`src/rtl/pgm_pkg.sv`:
```
package pgm_pkg;

  localparam int COLS  = 7;
  localparam int COL_W = 5;

  typedef struct packed {
    logic [2:0]  mag;
    logic [3:0]  pt;
    logic [3:0]  pu;
    logic [1:0]  ht;
    logic [3:0]  hu;
    logic [2:0]  mt;
    logic [3:0]  mu;
    logic [10:0] ctl;
    logic [8:0]  err;
  } hdr_t;

  // A digit passes when it is not cared about, or equal and error free
  function automatic logic digit_ok(input logic care, input logic eq, input logic err);
    return !care || (eq && !err);
  endfunction

  function automatic logic [7:0] row25_byte(input hdr_t h, input logic [3:0] col,
                                             input logic found_n, input logic pbl);
    logic [7:0] b;
    b = 8'h00;
    case (col)
      4'd0: b = {3'b000, h.err[0], h.pu};
      4'd1: b = {3'b000, h.err[1], h.pt};
      4'd2: b = {3'b000, h.err[2], h.mu};
      4'd3: b = {3'b000, h.err[3], h.ctl[0], h.mt};
      4'd4: b = {3'b000, h.err[4], h.hu};
      4'd5: b = {3'b000, h.err[5], h.ctl[2], h.ctl[1], h.ht};
      4'd6: b = {3'b000, h.err[6], h.ctl[6:3]};
      4'd7: b = {3'b000, h.err[7], h.ctl[10:7]};
      4'd8: b = {3'b000, h.err[8], 1'b0, h.mag};
      4'd9: b = {2'b00, pbl, found_n, 4'b0000};
      default: b = 8'h00;
    endcase
    return b;
  endfunction

endpackage

```
`src/rtl/pgm_req_store.sv`:
```
module pgm_req_store #(
  parameter int NC = 8,
  localparam int CW = (NC > 1) ? $clog2(NC) : 1
) (
  input  logic                                             clk,
  input  logic                                             rst_n,
  input  logic                                             cfg_load,
  input  logic [CW-1:0]                                    cfg_circ,
  input  logic [2:0]                                       cfg_col,
  input  logic                                             cfg_wr,
  input  logic [pgm_pkg::COL_W-1:0]                        cfg_data,
  output logic [NC-1:0][pgm_pkg::COLS-1:0][pgm_pkg::COL_W-1:0] ent,
  output logic [NC-1:0]                                    wr_hit,
  output logic [2:0]                                       ptr_col
);
  import pgm_pkg::*;

  localparam logic [2:0] LAST_COL = 3'(COLS - 1);

  logic [CW-1:0] ptr_circ_q, ptr_circ_d;
  logic [2:0]    ptr_col_q, ptr_col_d;
  logic [CW-1:0] eff_circ;
  logic [2:0]    eff_col, load_col;
  logic [NC-1:0][COLS-1:0][COL_W-1:0] ent_q, ent_d;

  always_comb begin
    load_col = (cfg_col > LAST_COL) ? 3'd0 : cfg_col;
    eff_circ = cfg_load ? cfg_circ : ptr_circ_q;
    eff_col  = cfg_load ? load_col : ptr_col_q;
  end

  always_comb begin
    ptr_circ_d = ptr_circ_q;
    ptr_col_d  = ptr_col_q;
    if (cfg_wr) begin
      ptr_circ_d = eff_circ;
      ptr_col_d  = (eff_col == LAST_COL) ? 3'd0 : eff_col + 3'd1;
    end else if (cfg_load) begin
      ptr_circ_d = cfg_circ;
      ptr_col_d  = load_col;
    end
  end

  always_ff @(posedge clk or negedge rst_n) begin
    if (!rst_n) begin
      ptr_circ_q <= '0;
      ptr_col_q  <= '0;
    end else begin
      ptr_circ_q <= ptr_circ_d;
      ptr_col_q  <= ptr_col_d;
    end
  end

  for (genvar i = 0; i < NC; i++) begin : g_circ
    assign wr_hit[i] = cfg_wr && (eff_circ == CW'(i));
    for (genvar c = 0; c < COLS; c++) begin : g_col
      always_comb begin
        ent_d[i][c] = ent_q[i][c];
        if (wr_hit[i] && (eff_col == 3'(c)))
          ent_d[i][c] = cfg_data;
      end
      always_ff @(posedge clk or negedge rst_n) begin
        if (!rst_n) ent_q[i][c] <= '0;
        else        ent_q[i][c] <= ent_d[i][c];
      end
    end
  end

  assign ent     = ent_q;
  assign ptr_col = ptr_col_q;

endmodule

```
`src/rtl/pgm_hdr_compare.sv`:
```
module pgm_hdr_compare #(
  parameter int NC = 8
) (
  input  logic                                                 hdr_valid,
  input  pgm_pkg::hdr_t                                        hdr,
  input  logic [NC-1:0][pgm_pkg::COLS-1:0][pgm_pkg::COL_W-1:0] ent,
  input  logic [NC-1:0]                                        wr_hit,
  output logic [NC-1:0]                                        hit,
  output logic [NC-1:0]                                        hold_ok
);
  import pgm_pkg::*;

  for (genvar i = 0; i < NC; i++) begin : g_cmp
    logic [COLS-1:0] dig_ok;
    always_comb begin
      dig_ok[0] = digit_ok(ent[i][0][4], ent[i][0][2:0] == hdr.mag, hdr.err[8]);
      dig_ok[1] = digit_ok(ent[i][1][4], ent[i][1][3:0] == hdr.pt,  hdr.err[1]);
      dig_ok[2] = digit_ok(ent[i][2][4], ent[i][2][3:0] == hdr.pu,  hdr.err[0]);
      dig_ok[3] = digit_ok(ent[i][3][4], ent[i][3][1:0] == hdr.ht,  hdr.err[5]);
      dig_ok[4] = digit_ok(ent[i][4][4], ent[i][4][3:0] == hdr.hu,  hdr.err[4]);
      dig_ok[5] = digit_ok(ent[i][5][4], ent[i][5][2:0] == hdr.mt,  hdr.err[3]);
      dig_ok[6] = digit_ok(ent[i][6][4], ent[i][6][3:0] == hdr.mu,  hdr.err[2]);
    end
    assign hold_ok[i] = ent[i][0][3];
    assign hit[i]     = hdr_valid && (&dig_ok) && hold_ok[i] && !wr_hit[i];
  end

endmodule

```
`src/rtl/pgm_cap_record.sv`:
```
module pgm_cap_record #(
  parameter int NC = 8
) (
  input  logic                  clk,
  input  logic                  rst_n,
  input  pgm_pkg::hdr_t         hdr,
  input  logic [NC-1:0]         hit,
  input  logic [NC-1:0]         wr_hit,
  output pgm_pkg::hdr_t [NC-1:0] cap_hdr,
  output logic [NC-1:0]         found_n,
  output logic [NC-1:0]         pbl,
  output logic [NC-1:0]         strobe
);
  import pgm_pkg::*;

  for (genvar i = 0; i < NC; i++) begin : g_rec
    hdr_t hdr_q, hdr_d;
    logic fnd_q, fnd_d, pbl_q, pbl_d, stb_q, stb_d;

    always_comb begin
      hdr_d = hdr_q;
      fnd_d = fnd_q;
      pbl_d = pbl_q;
      stb_d = hit[i];
      if (hit[i]) begin
        hdr_d = hdr;
        fnd_d = 1'b0;
        pbl_d = 1'b0;
      end else if (wr_hit[i]) begin
        fnd_d = 1'b1;
        pbl_d = 1'b1;
      end
    end

    always_ff @(posedge clk or negedge rst_n) begin
      if (!rst_n) begin
        hdr_q <= '0;
        fnd_q <= 1'b1;
        pbl_q <= 1'b0;
        stb_q <= 1'b0;
      end else begin
        hdr_q <= hdr_d;
        fnd_q <= fnd_d;
        pbl_q <= pbl_d;
        stb_q <= stb_d;
      end
    end

    assign cap_hdr[i] = hdr_q;
    assign found_n[i] = fnd_q;
    assign pbl[i]     = pbl_q;
    assign strobe[i]  = stb_q;
  end

endmodule

```
`src/rtl/page_req_matcher.sv`:
```
module page_req_matcher #(
  parameter int NC = 8,
  localparam int CW = (NC > 1) ? $clog2(NC) : 1
) (
  input  logic          clk,
  input  logic          rst_n,
  input  logic          cfg_load,
  input  logic [CW-1:0] cfg_circ,
  input  logic [2:0]    cfg_col,
  input  logic          cfg_wr,
  input  logic [4:0]    cfg_data,
  input  logic          hdr_valid,
  input  logic [2:0]    hdr_mag,
  input  logic [3:0]    hdr_pt,
  input  logic [3:0]    hdr_pu,
  input  logic [1:0]    hdr_ht,
  input  logic [3:0]    hdr_hu,
  input  logic [2:0]    hdr_mt,
  input  logic [3:0]    hdr_mu,
  input  logic [10:0]   hdr_ctl,
  input  logic [8:0]    hdr_err,
  input  logic [CW-1:0] rd_circ,
  input  logic [3:0]    rd_col,
  output logic [7:0]    rd_byte,
  output logic [NC-1:0] cap_strobe
);
  import pgm_pkg::*;

  logic [NC-1:0][COLS-1:0][COL_W-1:0] ent;
  logic [NC-1:0] wr_hit, hit, hold_ok, found_n, pbl;
  logic [2:0]    ptr_col;
  hdr_t          hdr;
  hdr_t [NC-1:0] cap_hdr;

  assign hdr = '{mag: hdr_mag, pt: hdr_pt, pu: hdr_pu, ht: hdr_ht, hu: hdr_hu,
                 mt: hdr_mt, mu: hdr_mu, ctl: hdr_ctl, err: hdr_err};

  pgm_req_store #(.NC(NC)) u_store (
    .clk(clk), .rst_n(rst_n), .cfg_load(cfg_load), .cfg_circ(cfg_circ),
    .cfg_col(cfg_col), .cfg_wr(cfg_wr), .cfg_data(cfg_data),
    .ent(ent), .wr_hit(wr_hit), .ptr_col(ptr_col)
  );

  pgm_hdr_compare #(.NC(NC)) u_cmp (
    .hdr_valid(hdr_valid), .hdr(hdr), .ent(ent), .wr_hit(wr_hit),
    .hit(hit), .hold_ok(hold_ok)
  );

  pgm_cap_record #(.NC(NC)) u_rec (
    .clk(clk), .rst_n(rst_n), .hdr(hdr), .hit(hit), .wr_hit(wr_hit),
    .cap_hdr(cap_hdr), .found_n(found_n), .pbl(pbl), .strobe(cap_strobe)
  );

  always_comb begin
    rd_byte = 8'h00;
    if (int'(rd_circ) < NC)
      rd_byte = row25_byte(cap_hdr[rd_circ], rd_col, found_n[rd_circ], pbl[rd_circ]);
  end

endmodule

```
`config.mk`:
```
export PLATFORM = sky130hd
export DESIGN_NAME = page_req_matcher
export DESIGN_NICKNAME = d
export VERILOG_FILES = /design/src/rtl/pgm_pkg.sv /design/src/rtl/pgm_req_store.sv /design/src/rtl/pgm_hdr_compare.sv /design/src/rtl/pgm_cap_record.sv /design/src/rtl/page_req_matcher.sv
export SDC_FILE = /design/constraint.sdc
export NUM_CORES = 1
export LEC_CHECK = 0
export ABC_AREA = 1
export BUFFER_PORTS_ARGS = -buffer_cell sky130_fd_sc_hd__clkbuf_2
export CAP_MARGIN = 20
export CORE_MARGIN = 2
export CORE_UTILIZATION = 35
export DETAILED_ROUTE_END_ITERATION = 8
export PLACE_DENSITY_LB_ADDON = 0.05
export SETUP_SLACK_MARGIN = 0.1
export SYNTH_ARGS = -nofsm -noshare
export SYNTH_HDL_FRONTEND = slang
export SYNTH_HIERARCHICAL = 1
export SYNTH_SLANG_ARGS = --single-unit
```
`constraint.sdc`:
```
create_clock -name clk -period 2.2 [get_ports clk]
set_clock_uncertainty 0.1 [all_clocks]
set_input_delay 0.33 -clock clk [delete_from_list [all_inputs] [get_ports clk]]
set_output_delay 0.33 -clock clk [all_outputs]
set_load 0.01 [all_outputs]
```
After elaboration in Yosys (flattened, before gate mapping)
Cells that the tools add are included.

operators by class
  add/subtract/negate cells = 1
  $lt $le $gt $ge = 2
  equal/unequal tests = 78
  mux-type cells = 28
  reductions and logical operators = 290

operators with widths
  cell                count
  $logic_and 1x1->1   144
  $bmux 44 s3         1
  $eq 4x4->1          32
  $logic_not 1->1     71
  $pmux 6 s10         1
  $logic_or 1x1->1    56
  $reduce_and 7->1    8
  $eq 3x3->1          16
  $mux 44             1
  $eq 3x3->1 const B  7
  $mux 1              18
  $eq 2x2->1          8
  $eq 4x3->1 const B  4
  $reduce_bool 2->1   8
  $mux 3              5
  $eq 3x2->1 const B  4
  $eq 4x2->1 const B  2
  $eq 4x4->1 const B  2
  $bmux 1 s3          2
  $eq 3x1->1 const B  2
  $logic_not 3->1     2
  $eq 4x1->1 const B  1
  $logic_not 4->1     1
  $lt 3x4->1 const B  1
  other kinds (2)     2

word-level totals
  register bits after elaboration = 662
  input bits = 67
  output and inout port bits = 16
  word-level logic and storage cells = 553

Depth between registers and ports, before layout
  depth in word-level cells = 8
  gate-level depth with buffers = 16
  gate-level depth less buffers = 13

By module
Netlist, hierarchy kept.

by module, submodules not included
  module            times used  cells an instance  area each (um^2)  seq. area each (um^2)
  pgm_cap_record    1           1,612              14,543.9          9,419.0
  pgm_req_store     1           1,344              11,959.0          7,156.9
  page_req_matcher  1           894                3,824.9           0.0
  pgm_hdr_compare   1           842                3,661.0           0.0

Worst setup path after synthesis
Ideal clock, no wire load.

  kind = input to register
  start = in cfg_load
  end = reg u_store.ent_q, in the netlist u_store/ent[120]
  library setup time = 128 ps
  arrival = 1,916 ps
  data required time = 1,972 ps
  path slack = 56 ps
  cell stages on the path = 12
  path buffers = 3
  cells stage by stage = buf_6 -> nand2_1 -> inv_1 -> nand2_1 -> nand2_2 -> inv_2 -> clkbuf_1 -> ha_1 -> buf_1 -> nand2_2 -> nand2_1 -> o21ai_0

between the ends
  longest elaborated chain between the ends = 4
  elaborated cells on any way between the ends = 6
  those cells by class = eq/ne (2); mux (2); reduce/logical (2)

ends and longest elaborated chain
  item                            RTL line               text
  start: declaration              page_req_matcher.sv:7  input logic cfg_load,
  $mux 3                          pgm_req_store.sv:28    eff_circ = cfg_load ? cfg_circ : ptr_circ_q;
  $eq 3x2->1                      pgm_req_store.sv:55    assign wr_hit[i] = cfg_wr && (eff_circ == CW'(i));
  $logic_and 1x1->1               pgm_req_store.sv:55
  $logic_and 1x1->1 (*)           pgm_req_store.sv:59    if (wr_hit[i] && (eff_col == 3'(c)))
  end signal: indexed assignment  pgm_req_store.sv:64    else ent_q[i][c] <= ent_d[i][c];
  end: declaration                pgm_req_store.sv:24    logic [NC-1:0][COLS-1:0][COL_W-1:0] ent_q, ent_d;

Mark *: on every way between the ends. The rest lies on a longest branch, timed or not.
A chain may end at the register's enable or synchronous reset.

Final worst setup path
  start = reg u_rec.g_rec[2].hdr_q, in the netlist u_rec/cap_hdr[113]
  end = out rd_byte[1]

between the ends
  longest elaborated chain between the ends = 3

ends and longest elaborated chain
  item                           RTL line                text
  start: declaration             pgm_cap_record.sv:17    hdr_t hdr_q, hdr_d;
  start signal: assignment       pgm_cap_record.sv:42    hdr_q <= hdr_d;
  $bmux 44 s3                    page_req_matcher.sv:57  rd_byte = row25_byte(cap_hdr[rd_circ], rd_col, found_n[rd_circ], pbl[rd_circ]);
  $mux 44 (implied by the code)  page_req_matcher.sv:57
  $pmux 6 s10                    pgm_pkg.sv:27           case (col)
  end: declaration               page_req_matcher.sv:24  output logic [7:0] rd_byte,

No other way between the ends. The select of a mux whose other input is x is not followed.

==> out/qor.yml <==
synthesis.area_um2: 33100
r2r_slack_ns: 0
p_seq_share_pct: 41.9
critPathLaunch: "u_rec/cap_hdr[113]"
power_density_nw_per_um2: 1040
drcViolationCount: 0
gr-total-overflow: 0
syn_avg_cell_area_um2: 7.19
dpl_cell_area_um2: 36900
core_area_um2: 93500
clockBufferDepth: 3
rsz0062_at_grt: "yes"
dp_cells: 5948
period_share_pct: 113
dp_hpwl_mm: 81.9
worst_slew_margin_rel_pct: 58.0
gp_congestion: 0.823
cts_inserted_buffers: 79
cts_root_buffer: "clkbuf_16"
required_ns: 1.77
p_sw_mw: 14.8
yosys_warnings: 6
reg2regPathDepth: 14
hold_class: "in2reg"
diodes: 0
die_height_um: 311
finish.net_count: 4935
slew_violations: 0
fp.dieW_um: 311
postLayoutCellArea_um2: 42300
clk_latency_ns: 0.63
hold_violations: 0
layout.cells.non_filler: 6179
drt_wl_total_mm: 129
crit_type: "reg2out"
crit_path_start_kind: "register"
drt_iter0_markers: 2392
drive_above_1_share_pct: 19.7
r2r_start: "u_store/ptr_circ_q[0]"
worstPathMaxFanout: 2
setup_viol: 6
min_to: "u_store/ptr_circ_q[0]"
syn_to_final_growth_pct: 27.9
routed_via_density: 4.95
violations: "negative setup slack"
fin_crit_ns: 2.50
grt_pass1_wl_mm: 186
clock_power_share_pct: 31.1
dpl_worst_slack_ns: -0.204
whs_path_depth: 4
drv_cap: 0
cts.sinks: 638
h-tree-depth: 3
postRouteAntennaNets: 0
internal_power_mw: 29.2
initial_core_util_pct: 35.4
endpoint_kind: "primary output"
tightest_slew_ns: 0.630
dr.pass1.iters: 7
dieArea_um2: 97000
min_from: "cfg_circ[0]"
wire_per_inst_um: 20.9
max_freq_ghz: 0.401
fin_ws_ns: -0.296
critPathArrivalTime_ns: 2.07
portBuffers: 80
track_usage_pct: 24.9
reg2reg_to: "u_rec/cap_hdr[1]"
post-route-util_pct: 45.3
io_pins: 83
antenna_found_initial: 0
cts_tree: "built"
pwr-share-comb_pct: 27.0
synth_cells: 4602
vias: 30588
outcome: "finished with violations"
swShare_pct: 33.7
first_global_vias: 29450
p_leak_nw: 21.8
grt_max_degree: 70
rows: 112
clk_pin_slew_worst_paths_ns: 0.06
ir_drop_uv: 527
==> power by group through the flow <==
stage | registers, mW | clock network, mW | logic [mW]
detailed placement | 18.3 | 0 | 10.2
floorplan | 17.7 | 0 | 7.09
CTS | 18.2 | 14.0 | 10.5
global placement | 18.3 | 0 | 9.99
global route | 19.0 | 14.5 | 13.4
finish | 18.4 | 13.7 | 11.9
==> cell usage in the layout (no fill, tap or decap), types with 6 or more instances in the layout <==
cell,instances
nand2_1,1988
dfrtp_1,630
nor2_1,379
nand3_1,253
buf_4,246
nand2_2,176
o21ai_0,173
inv_1,168
nand4_1,165
clkbuf_16,108
buf_12,103
o21ai_1,95
clkbuf_2,74
nand2_4,45
inv_2,35
nand3_2,28
clkbuf_8,27
buf_6,26
nor2_4,21
xnor2_1,20
nor2_2,19
dlygate4sd3_1,19
clkbuf_1,18
buf_8,15
xor2_1,12
clkinv_2,9
dfstp_2,8
o211ai_1,7
buf_16,7
a21oi_1,7
nor3_1,6
bufinv_16,6
==> per-stage QoR <==
step           power [mW]  hold slack [ns]  TNS, ns
3_5_place_dp         28.5            0.153   -49.79
6_report             44.0           0.0402    -1.14
2_1_floorplan        24.8          -0.0656        0
5_1_grt              46.8           0.0297    -5.60
4_1_cts              42.7          0.00614    -1.38
3_3_place_gp         28.3            0.158   -43.00
==> registers in the layout, indices dropped and copies added, names as in the netlist <==
name	cells
u_rec/cap_hdr	352
u_rec/g_rec.fnd_q	8
u_rec/g_rec.pbl_q	8
u_rec/g_rec.stb_q	8
u_store/ent	256
u_store/ptr_circ_q	3
u_store/ptr_col	3
==> cell type report <==
class	instances	area, um^2
Clock buffer	126	2470
Sequential cell	638	16000
Timing Repair Buffer	518	5860
Inverter	216	906
Timing Repair inverter	1	11.3
Tap cell	1254	1570
Clock inverter	13	215
Fill cell	9669	51200
Multi-Input combinational cell	3413	15300
==> worst max path at each step <==
stage / cells after the start / slack [ns] / endpoint
2_1_floorplan: 15 / 0.11 / u_rec/cap_hdr[119]
3_3_place_gp: 10 / -0.23 / rd_byte[1]
3_5_place_dp: 15 / -0.20 / u_rec/cap_hdr[83]
4_1_cts: 9 / -0.33 / rd_byte[1]
5_1_grt: 9 / -0.40 / rd_byte[0]
6_report: 7 / -0.30 / rd_byte[1]
==> metal layers <==
metal / global-route usage [%] / share of wire [%]
met5: 0 / 0
met4: 6.86 / 3.2
met3: 2.77 / 4.1
met2: 42.3 / 48
met1: 33.6 / 45
==> critical path, stage by stage (launching register included) <==
cell and delay (ns):
dfrtp_1 0.39, o211ai_1 0.23, nand3_2 0.26, nand3_2 0.15
nand2_1 0.08, nor2_2 0.09, nand2_2 0.09, clkbuf_2 0.14
==> timing repair <==
action,CTS,global route
gates cloned,5,35
setup endpoints to repair,229,394
setup buffers,11,23
hold endpoints to repair,563,0
hold buffers,19,0
resized for setup,85,344
pin swaps,47,91
Power figures use the tool's default switching activity.
